**config.mk**
```make
export PLATFORM = sky130hd
export DESIGN_NAME = shockbuf_ctrl
export DESIGN_NICKNAME = d
export VERILOG_FILES = /design/src/rtl/shockbuf_ctrl.sv
export SDC_FILE = /design/constraint.sdc
export NUM_CORES = 1
export LEC_CHECK = 0
export ABC_AREA = 0
export CELL_PAD_IN_SITES_DETAIL_PLACEMENT = 0
export CELL_PAD_IN_SITES_GLOBAL_PLACEMENT = 1
export CORE_ASPECT_RATIO = 0.9
export CORE_MARGIN = 3
export CORE_UTILIZATION = 34
export DETAILED_ROUTE_END_ITERATION = 7
export PLACE_DENSITY = 0.77
export SLEW_MARGIN = 30
export SYNTH_ARGS = -nofsm -noshare
export SYNTH_HDL_FRONTEND = slang
export SYNTH_SLANG_ARGS = --single-unit
```
**constraint.sdc**
```tcl
create_clock -name clk -period 3 [get_ports clk]
set_input_delay 0.3 -clock clk [delete_from_list [all_inputs] [get_ports clk]]
set_output_delay 0.3 -clock clk [all_outputs]
set_load 0.1 [all_outputs]
```
**src/rtl/shockbuf_ctrl.sv**
```systemverilog
module shockbuf_ctrl #(
  parameter int SYMS     = 32,
  parameter int NFRM     = 16,
  parameter int DW       = 8,
  parameter int MAX_WAIT = 4
) (
  input  logic              clk,
  input  logic              rst_n,
  input  logic              in_valid,
  input  logic [DW-1:0]     in_sym,
  input  logic              in_err,
  output logic              in_ready,
  input  logic              out_slot,
  output logic              out_valid,
  output logic [DW-1:0]     out_sym,
  output logic              out_invalid,
  output logic              mem_req,
  output logic              mem_we,
  output logic [$clog2(NFRM)+$clog2(SYMS)-1:0] mem_addr,
  output logic [DW-1:0]     mem_wdata,
  input  logic              mem_ready,
  input  logic [DW-1:0]     mem_rdata,
  input  logic              reg_wr,
  input  logic              reg_rd,
  input  logic [2:0]        reg_addr,
  input  logic [7:0]        reg_wdata,
  output logic [7:0]        reg_rdata,
  output logic              ovf_irq
);
  localparam int SW = $clog2(SYMS);
  localparam int FW = $clog2(NFRM);
  localparam int CW = $clog2(MAX_WAIT + 1);

  logic [FW-1:0] wp, rp, last_ok;
  logic [SW-1:0] wsym, rsym;
  logic [CW-1:0] rd_wait;
  logic [DW-1:0] hold_sym;
  logic [7:0]    pre_lo;
  logic          drop_q, err_q, rd_pend, rd_ack, hold_inv;

  wire [FW-1:0] level   = wp - rp;
  wire          clr     = reg_rd && reg_addr == 3'd6;
  wire          preset  = reg_wr && reg_addr == 3'd1;
  wire          first   = wsym == '0;
  wire          last_w  = wsym == SW'(SYMS - 1);
  wire          last_r  = rsym == SW'(SYMS - 1);
  wire          drop_now = first ? (level == {FW{1'b1}}) : drop_q;
  wire          promote = rd_pend && rd_wait == CW'(MAX_WAIT);
  wire          wr_want = in_valid && !drop_now && !promote;
  wire          rd_go   = rd_pend && mem_ready && !wr_want;
  wire          take    = in_valid && in_ready;

  assign in_ready  = drop_now || (mem_ready && !promote);
  assign mem_req   = wr_want || rd_pend;
  assign mem_we    = wr_want;
  assign mem_addr  = wr_want ? {wp, wsym} : {rp, rsym};
  assign mem_wdata = in_sym;

  wire [15:0] wp16   = 16'(wp);
  wire [15:0] last16 = 16'(last_ok);
  wire [15:0] lvl16  = 16'(level);

  always_comb begin
    case (reg_addr)
      3'd0:    reg_rdata = wp16[7:0];
      3'd1:    reg_rdata = wp16[15:8];
      3'd2:    reg_rdata = last16[7:0];
      3'd3:    reg_rdata = last16[15:8];
      3'd4:    reg_rdata = lvl16[7:0];
      3'd5:    reg_rdata = lvl16[15:8];
      default: reg_rdata = 8'h00;
    endcase
  end

  always_ff @(posedge clk or negedge rst_n) begin
    if (!rst_n) begin
      wp <= '0; rp <= '0; last_ok <= '0;
      wsym <= '0; rsym <= '0; rd_wait <= '0;
      hold_sym <= '0; hold_inv <= 1'b1; pre_lo <= '0;
      drop_q <= 1'b0; err_q <= 1'b0; rd_pend <= 1'b0; rd_ack <= 1'b0;
      out_valid <= 1'b0; out_sym <= '0; out_invalid <= 1'b0;
      ovf_irq <= 1'b0;
    end else begin
      if (take) begin
        wsym  <= wsym + 1'b1;
        err_q <= first ? in_err : (err_q || in_err);
        if (first) begin
          drop_q <= drop_now;
          if (drop_now) ovf_irq <= 1'b1;
        end
        if (last_w && !drop_now) begin
          wp <= wp + 1'b1;
          if (!(err_q || in_err)) last_ok <= wp;
        end
      end
      if (reg_wr && reg_addr == 3'd0) pre_lo <= reg_wdata;
      if (preset) begin
        wp   <= FW'({reg_wdata, pre_lo});
        wsym <= '0;
      end

      out_valid <= out_slot;
      if (out_slot) begin
        out_sym     <= hold_sym;
        out_invalid <= hold_inv;
        if (level == '0) begin
          hold_inv <= 1'b1;
          hold_sym <= '0;
        end else begin
          rd_pend <= 1'b1;
        end
      end
      if (rd_pend) begin
        if (rd_go) begin
          rd_pend <= 1'b0;
          rd_wait <= '0;
          rsym    <= rsym + 1'b1;
          if (last_r) rp <= rp + 1'b1;
        end else if (!promote) begin
          rd_wait <= rd_wait + 1'b1;
        end
      end
      rd_ack <= rd_go;
      if (rd_ack) begin
        hold_sym <= mem_rdata;
        hold_inv <= 1'b0;
      end

      if (clr) begin
        wp <= '0; rp <= '0; wsym <= '0; rsym <= '0;
        drop_q <= 1'b0; err_q <= 1'b0;
        rd_pend <= 1'b0; rd_wait <= '0; ovf_irq <= 1'b0;
      end
    end
  end
endmodule


```
==> metrics.md, run 1 <==
| Metric | Value |
|---|---|
| Status | `finished, violations left` |
| Failing checks | `negative hold slack, negative setup slack` |
| CP startpoint kind | `register` |
| Cells after synthesis | `between 200 and 300` |
| Hold Crit Class | `input pin to asynchronous set/reset pin` |
| Maximum VDD drop | `0.545 mV` |
| Row count | `31` |
| # IOs | `74` |
| Yosys Warn Count | `0` |
| Initial core utilization | `0.353` |
| Via count | `2203` |
| Fin. max-slew vios | `0` |
| Share of the synthesized area in the top cell type | `0.452` |
| Seq/Total Area, Yosys | `0.462` |
| Post-Syn Area | `2880 um^2` |
| Reg2reg path depth | `12` |
| Cells along the critical path | `inv_2 > ha_4 > inv_2 > fa_2 > or4b_4 > a21oi_4 > nor3_4 > buf_12 > mux2_4 > buf_12` |
| Required time of the critical path | `2700 ps` |
| Post-synth ARST share | `1.00` |
| Max Root-Sink Buffers | `2` |
| Routed wire length | `6610 um` |
| # setup viols final | `12` |
| Post-synth top cells | `52 x dfrtp_1, 24 x mux2_2, 23 x nand2_1, 20 x a21oi_1, 17 x nor2_1` |
| Most used flip-flop cell after synthesis | `dfrtp_1` |
| Actual slew at the worst max-slew pin | `976 ps` |
| CP endpoint | `mem_addr[0]` |
| Core area | `8150 um^2` |
| Worst-path maximum fanout | `5` |
| Min Tclk post-route | `~3100 ps` |
| Drt first-iter violations | `71` |
| Clk_skew | `10.0 ps` |
| CTS tree | `yes` |
| Total leakage power | `approximately 1.9 nW` |
| Routability congestion estimate from global placement | `0.772` |
| Synth area leader | `dfrtp_1` |
| PortBufs | `49` |
| Gr ovfl total | `0` |
| Die height | `93.3 um` |
| Post-layout util | `0.490` |
| Post-DRT Antenna Nets | `0` |
| Area occupied by multi-input gates | `1490 um^2` |
| Fin. Hold Viols | `5` |
| Area contributors post-synth | `dfrtp_1 45%, mux2_2 9.4%, ha_1 5.2%, a21oi_1 3.5%, mux2i_1 3.1%` |
| CP Class | `register to output port` |
| 1st-pass router iterations | `4` |
| Fillers | `765` |
| Final WS setup | `-124 ps` |
| Worst-Skew Late Latency | `approximately 300 ps` |
| Reg-to-Reg End | `rp[3]` |
| DRC errors left | `0` |
| Initial antenna violation count | `0` |
| Final period util | `1.04` |
| FF-to-FF Start | `wp[0]` |
| N_diodes | `0` |
| Via density | `4.92` |
| Highest Clock Rate | `between 0.3 and 0.4 GHz` |
| Vias in the first global route | `2201` |
| Syn Area/Cell | `~10 um^2` |
| Register Area | `1330 um^2` |
| Max cap viols | `0` |
| Distinct cells, synth | `45` |
| Layout area overhead | `38.8%` |
| CTS buffer count | `5` |
| Most common cell in the netlist | `dfrtp_1` |
| Total GRT Usage | `0.142` |
| Slowest cell on crit path | `fa_2` |
| Die area | `about 9600 um^2` |
| Clock Tree Root | `clkbuf_8` |
| Critical path launch point | `wp[0]` |
| Rel. slew slack | `0.347` |
| Clock sink total | `53` |
| Yosys reg bits | `53` |
| Worst-path clk slew | `100 ps` |
| Critical path arrival | `2820 ps` |
| Htree depth | `2` |
| CP peak stage delay | `520 ps` |
| Nets@finish | `396` |
| Worst reg2reg setup slack | `-10 ps` |
| Worst setup EP type | `output port` |
| Global-route wire length before repair | `approximately 11000 um` |
| PD cells | `870 nW/um^2` |
| Share of layout cells above drive strength 1 | `0.304` |
| Post-Route Setup TNS | `-1100 ps` |
| DP HPWL | `4770 um` |
| EDFF count, synth | `0` |
| Hold slack final | `-2.23 ps` |
| Routed length per placed instance | `14.7 um` |
| Die X | `between 100 and 150 um` |
| Largest net degree at the start of global routing | `29` |
| Unrepaired setup endpoints after global routing | `yes` |
-- repair_timing --
item | CTS | global route
setup endpoints to repair | 10 | 22
hold buffers | 0 | 0
resized for setup | 10 | 7
setup buffers | 7 | 7
cloned | 0 | 0
pin swaps | 4 | 4
-- state kept, by name, indices dropped and copies added (netlist names) --
name,cells
hold_inv,1
rp,4
ovf_irq,1
rd_wait,3
drop_q,1
wp,4
wsym,5
rd_pend,1
rsym,5
hold_sym,8
pre_lo,4
err_q,1
rd_ack,1
out_valid,1
last_ok,4
out_sym,8
out_invalid,1
-- area by class of cell --
cell class | instances | share of cell area
Tap cell | 99 | 0.0310
Multi-Input combinational cell | 192 | 0.374
Clock inverter | 2 | 0.00251
Sequential cell | 53 | 0.333
Clock buffer | 6 | 0.0182
Timing Repair Buffer | 83 | 0.229
Inverter | 13 | 0.0122
-- cells by family after synthesis --
group,count (synthesis),synth area share
compound gates,52,0.119
xor+xnor,9,0.0274
fa+ha+maj,13,0.0592
buf+inv,34,0.0605
flops,53,0.462
mux,33,0.125
other cells,1,0.00130
simple gates,81,0.146
-- metrics by stage --
step	total power [W]	instances	cell area [um^2]	worst slack, ps
after floorplan	0.00248	279	2980	-128
after global placement	0.00298	427	3740	88.5
after detailed placement	0.00301	427	3740	86.6
after CTS	0.00347	442	3920	-127
after global routing	0.00367	448	3990	-215
final	0.00347	448	3990	-124
-- layout by cell type, fill, tap and decap left out, types with 3 or more instances in the layout --
| cell | count |
|---|---|
| dfrtp_1 | 52 |
| buf_4 | 31 |
| clkdlybuf4s50_1 | 30 |
| nand2_1 | 23 |
| a21oi_1 | 20 |
| mux2_2 | 18 |
| buf_12 | 16 |
| nor2_1 | 15 |
| nand3_1 | 10 |
| o21ai_0 | 10 |
| ha_1 | 10 |
| mux2i_1 | 9 |
| a22o_1 | 8 |
| inv_1 | 7 |
| or3_1 | 6 |
| xnor2_1 | 6 |
| mux2_4 | 6 |
| inv_2 | 5 |
| clkbuf_8 | 5 |
| buf_6 | 5 |
| conb_1 | 4 |
| nor2b_1 | 3 |
| and3_1 | 3 |
-- worst min path at each step --
stage / end / depth (start not counted) / slack, ps
after floorplan: drop_q / 0 / 4
after global placement: out_sym[6] / 1 / 340
after detailed placement: hold_sym[6] / 1 / 330
after CTS: rp[2] / 1 / 10
after global routing: wp[3] / 1 / 40
final: hold_sym[6] / 1 / -2
-- power by group --
group          internal (W)  switching [W]
clock              0.000163       0.000230
combinational      0.000753        0.00125
sequential         0.000925       0.000151
total               0.00184        0.00163
-- critical path, delay by kind of cell (launching register included) --
family / cells / cell delay (ps)
AO/OA/AOI/OAI: 1 / 170
buffers and inverters: 4 / 440
multiplexers: 1 / 310
AND/OR/NAND/NOR: 2 / 550
adder cells (fa/ha/maj): 2 / 660
flip-flops: 1 / 400
-- metal layers --
layer,wire (um),vias to the layer above,GRT usage
met4,35,0,0.0227
met5,0,-,0
met3,396,2,0.0291
met2,3010,58,0.218
li1,-,1105,-
met1,3160,1038,0.211
Power figures use the tool's default switching activity.
==> run 2: changes to the inputs <==
--- a/config.mk
+++ b/config.mk
@@ -5,12 +5,12 @@
 export SDC_FILE = /design/constraint.sdc
 export NUM_CORES = 1
 export LEC_CHECK = 0
-export ABC_AREA = 0
 export CELL_PAD_IN_SITES_DETAIL_PLACEMENT = 0
 export CELL_PAD_IN_SITES_GLOBAL_PLACEMENT = 1
 export CORE_ASPECT_RATIO = 0.9
 export CORE_MARGIN = 3
 export CORE_UTILIZATION = 34
+export CTS_CLUSTER_DIAMETER = 30
 export DETAILED_ROUTE_END_ITERATION = 7
 export PLACE_DENSITY = 0.77
 export SLEW_MARGIN = 30
==> results of run 2 <==
Same layout as run 1: the final DEF is identical, and so are final timing and power.
==> run 3: changes to the inputs <==
--- a/config.mk
+++ b/config.mk
@@ -8,7 +8,7 @@
 export CELL_PAD_IN_SITES_DETAIL_PLACEMENT = 0
 export CELL_PAD_IN_SITES_GLOBAL_PLACEMENT = 1
 export CORE_ASPECT_RATIO = 0.9
-export CORE_MARGIN = 3
+export CORE_MARGIN = 2
 export CORE_UTILIZATION = 34
 export CTS_CLUSTER_DIAMETER = 30
 export DETAILED_ROUTE_END_ITERATION = 7
==> run 3 against run 2 <==
Net effect:
- the flow finishes with violations (negative setup slack)
- die area decreased by 4.0%
- critical endpoint is now mem_addr[8]
- power increased by 1.6%
- sequential power about the same
- critical path depth is the same
- clock power up 28%
- combinational power down 3%
- non-clock buffer count is 5 lower
==> metrics.md, run 3 (synthesized netlist as in run 1, its figures left out) <==
| Metric | Value |
|---|---|
| CTS buffer count | `5 (unchanged)` |
| Via count | `2276 (+3.3%)` |
| Clock sink total | `53 (unchanged)` |
| Reg2reg path depth | `13 (+1)` |
| Switching Share | `0.461 (-0.00895)` |
| Fin. Hold Viols | `0 (-5)` |
| Row count | `31 (unchanged)` |
| Top Registers | `hold_sym (8), out_sym (8)` |
| Int Power | `0.00190 W (+3.3%)` |
| Final WS setup | `-125 ps (-0.929 ps)` |
| Via density | `5.13 (+4.2%)` |
| Slowest cell on crit path | `or4b_4` |
| Die height | `91.3 um (-2.1%)` |
| Total leakage power | `1.84 nW (-1.1%)` |
| DP HPWL | `4900 um (+2.6%)` |
| Worst reg2reg setup slack | `10 ps (+20 ps)` |
| Placed Area | `3730 um^2 (-0.40%)` |
| Clock Tree Root | `clkbuf_8` |
| Switching pwr | `0.00163 W (-0.31%)` |
| Max cap viols | `0 (unchanged)` |
| Post-layout util | `0.488 (-0.00230)` |
| Worst-Skew Late Latency | `300 ps (about the same)` |
| Min Tclk post-route | `3130 ps (+0.929 ps)` |
| Vias in the first global route | `2339 (+6.3%)` |
| Total GRT Usage | `0.150 (+0.00769)` |
| Rel. slew slack | `0.347 (-0.000913)` |
| Worst-path clk slew | `90 ps (about the same)` |
| Max Root-Sink Buffers | `2 (unchanged)` |
| Most frequent cells in the layout | `52 x dfrtp_1, 30 x clkdlybuf4s50_1, 28 x buf_4, 23 x nand2_1, 20 x a21oi_1` |
| Global-route wire length before repair | `11100 um (+2.2%)` |
| Routed length per placed instance | `14.9 um (+0.89%)` |
| N_diodes | `0 (unchanged)` |
| Fin. max-slew vios | `0 (unchanged)` |
| Share of layout cells above drive strength 1 | `0.284 (-0.0197)` |
| Core area | `8150 um^2 (unchanged)` |
| Status | `finished, violations left` |
| Routability congestion estimate from global placement | `0.753 (-2.5%)` |
| CP Class | `register to output port` |
| Top cell family by delay on the critical path | `simple AND/OR/NAND/NOR gates` |
| Maximum VDD drop | `0.649 mV (+19%)` |
| Die X | `101 um (-1.9%)` |
| Highest Clock Rate | `0.320 GHz (about the same)` |
| # setup viols final | `11 (-1)` |
| Worst setup EP type | `output port` |
| Required time of the critical path | `2700 ps (about the same)` |
| Post-DRT Antenna Nets | `0 (unchanged)` |
| Design Area, Final | `3970 um^2 (-0.47%)` |
| # IOs | `74 (unchanged)` |
| Unrepaired setup endpoints after global routing | `yes` |
| Sequential power share | `0.305 (-0.005)` |
| CP peak stage delay | `500 ps (-20 ps)` |
| Worst-path maximum fanout | `5 (unchanged)` |
| Drt first-iter violations | `129 (+82%)` |
| Die area | `9210 um^2 (-4.0%)` |
| Hold slack final | `492 ps (+494 ps)` |
| 1st-pass router iterations | `4 (unchanged)` |
| Nets@finish | `392 (-1.0%)` |
| Initial core utilization | `0.353 (unchanged)` |
| Critical path launch point | `wp[0]` |
| CP Buf/Inv Count | `3 (-1)` |
| Largest net degree at the start of global routing | `34 (+17%)` |
| CP startpoint kind | `register` |
| Routed wire length | `6600 um (about the same)` |
| Critical path arrival | `2830 ps (about the same)` |
| Final period util | `1.04 (about the same)` |
| PortBufs | `49 (unchanged)` |
| Reg-to-Reg End | `rsym[3]` |
| Top cell by count, worst path | `inv_2` |
| Cells along the critical path | `inv_2 > ha_4 > inv_2 > fa_2 > xnor2_2 > or4b_4 > a21oi_4 > nor3_2 > mux2_2 > buf_12` |
| Most common cell after layout, fill and taps aside | `dfrtp_1` |
| Failing checks | `negative setup slack` |
| FF-to-FF Start | `wp[0]` |
| Htree depth | `2 (unchanged)` |
| Gr ovfl total | `0 (unchanged)` |
| Initial antenna violation count | `0 (unchanged)` |
| CTS tree | `yes` |
| Comb power frac | `0.552 (-0.025)` |
| DRC errors left | `0 (unchanged)` |
| Layout area overhead | `38.1%` |
| Clk_skew | `3.69 ps (-6.35 ps)` |
| PD cells | `889 nW/um^2 (+2.1%)` |
| Actual slew at the worst max-slew pin | `977 ps (+1.37 ps)` |
| Hold Crit Class | `input pin to asynchronous set/reset pin` |
| Crit path depth | `10 (unchanged)` |
| Clk pwr share | `0.143 (+0.030)` |
## run 3: changes by cell type in the layout (fill, tap and decap cells not counted), moves of 2 or more
cell	delta
inv_1	+3
inv_2	-3
buf_6	-2
buf_4	-3
## run 3: stage by stage
| stage | total power, W | setup slack (ps) | setup TNS, ps | std cells |
|---|---|---|---|---|
| floorplan | 0.00248 | -128 | -257 | 279 |
| finish | 0.00353 | -125 | -1130 | 444 |
| detailed placement | 0.00301 | -181 | -673 | 425 |
| global placement | 0.00297 | -86.3 | -251 | 425 |
| CTS | 0.00355 | -121 | -1080 | 441 |
| global route | 0.00373 | -221 | -2330 | 444 |
## run 3: what timing repair did
action,CTS,global route
resized for setup,7,2
pin swaps,3,2
gates cloned,1,0
hold buffers,1,0
setup endpoints to repair,18,25
hold endpoints to repair,20,0
setup buffers,6,3
## run 3: layer usage
layer,share of wire,vias up,wire length (um),track usage
met1,0.48,1134,3180,0.211
met2,0.47,41,3130,0.245
met4,0.0058,0,38,0.0236
li1,-,1094,-,-
met5,0,-,0,0
met3,0.038,7,251,0.0285
## run 3: cell type report
cell class                 count  area [um^2]
multi-input combinational    193         1500
timing repair buffer          78          860
tap                           99          124
clock buffer                   7         86.3
inverter                      13         50.0
clock inverter                 1         30.0
fill                         757         4170
sequential                    53         1330
## run 3: worst max-delay path by stage
stage | to
detailed placement | rp[1]
global placement | rp[0]
finish | mem_addr[8]
floorplan | mem_addr[6]
CTS | mem_addr[8]
global route | mem_addr[8]
## run 3: power groups by stage
stage / clock network, W / registers, W / logic (W)
2_1_floorplan: 0 / 0.00145 / 0.00102
3_3_place_gp: 0 / 0.00108 / 0.00189
3_5_place_dp: 0 / 0.00109 / 0.00192
4_1_cts: 0.000520 / 0.00108 / 0.00195
5_1_grt: 0.000548 / 0.00111 / 0.00207
6_report: 0.000505 / 0.00108 / 0.00195
## run 3: worst register-to-register path, delay by kind of cell, from the launching register on
kind                     cells  cell delay, ps
AO/OA/AOI/OAI                3             490
XOR/XNOR                     1             150
adder cells (fa/ha/maj)      2             490
buffers and inverters        5             550
flip-flops                   1             400
AND/OR/NAND/NOR              2             830
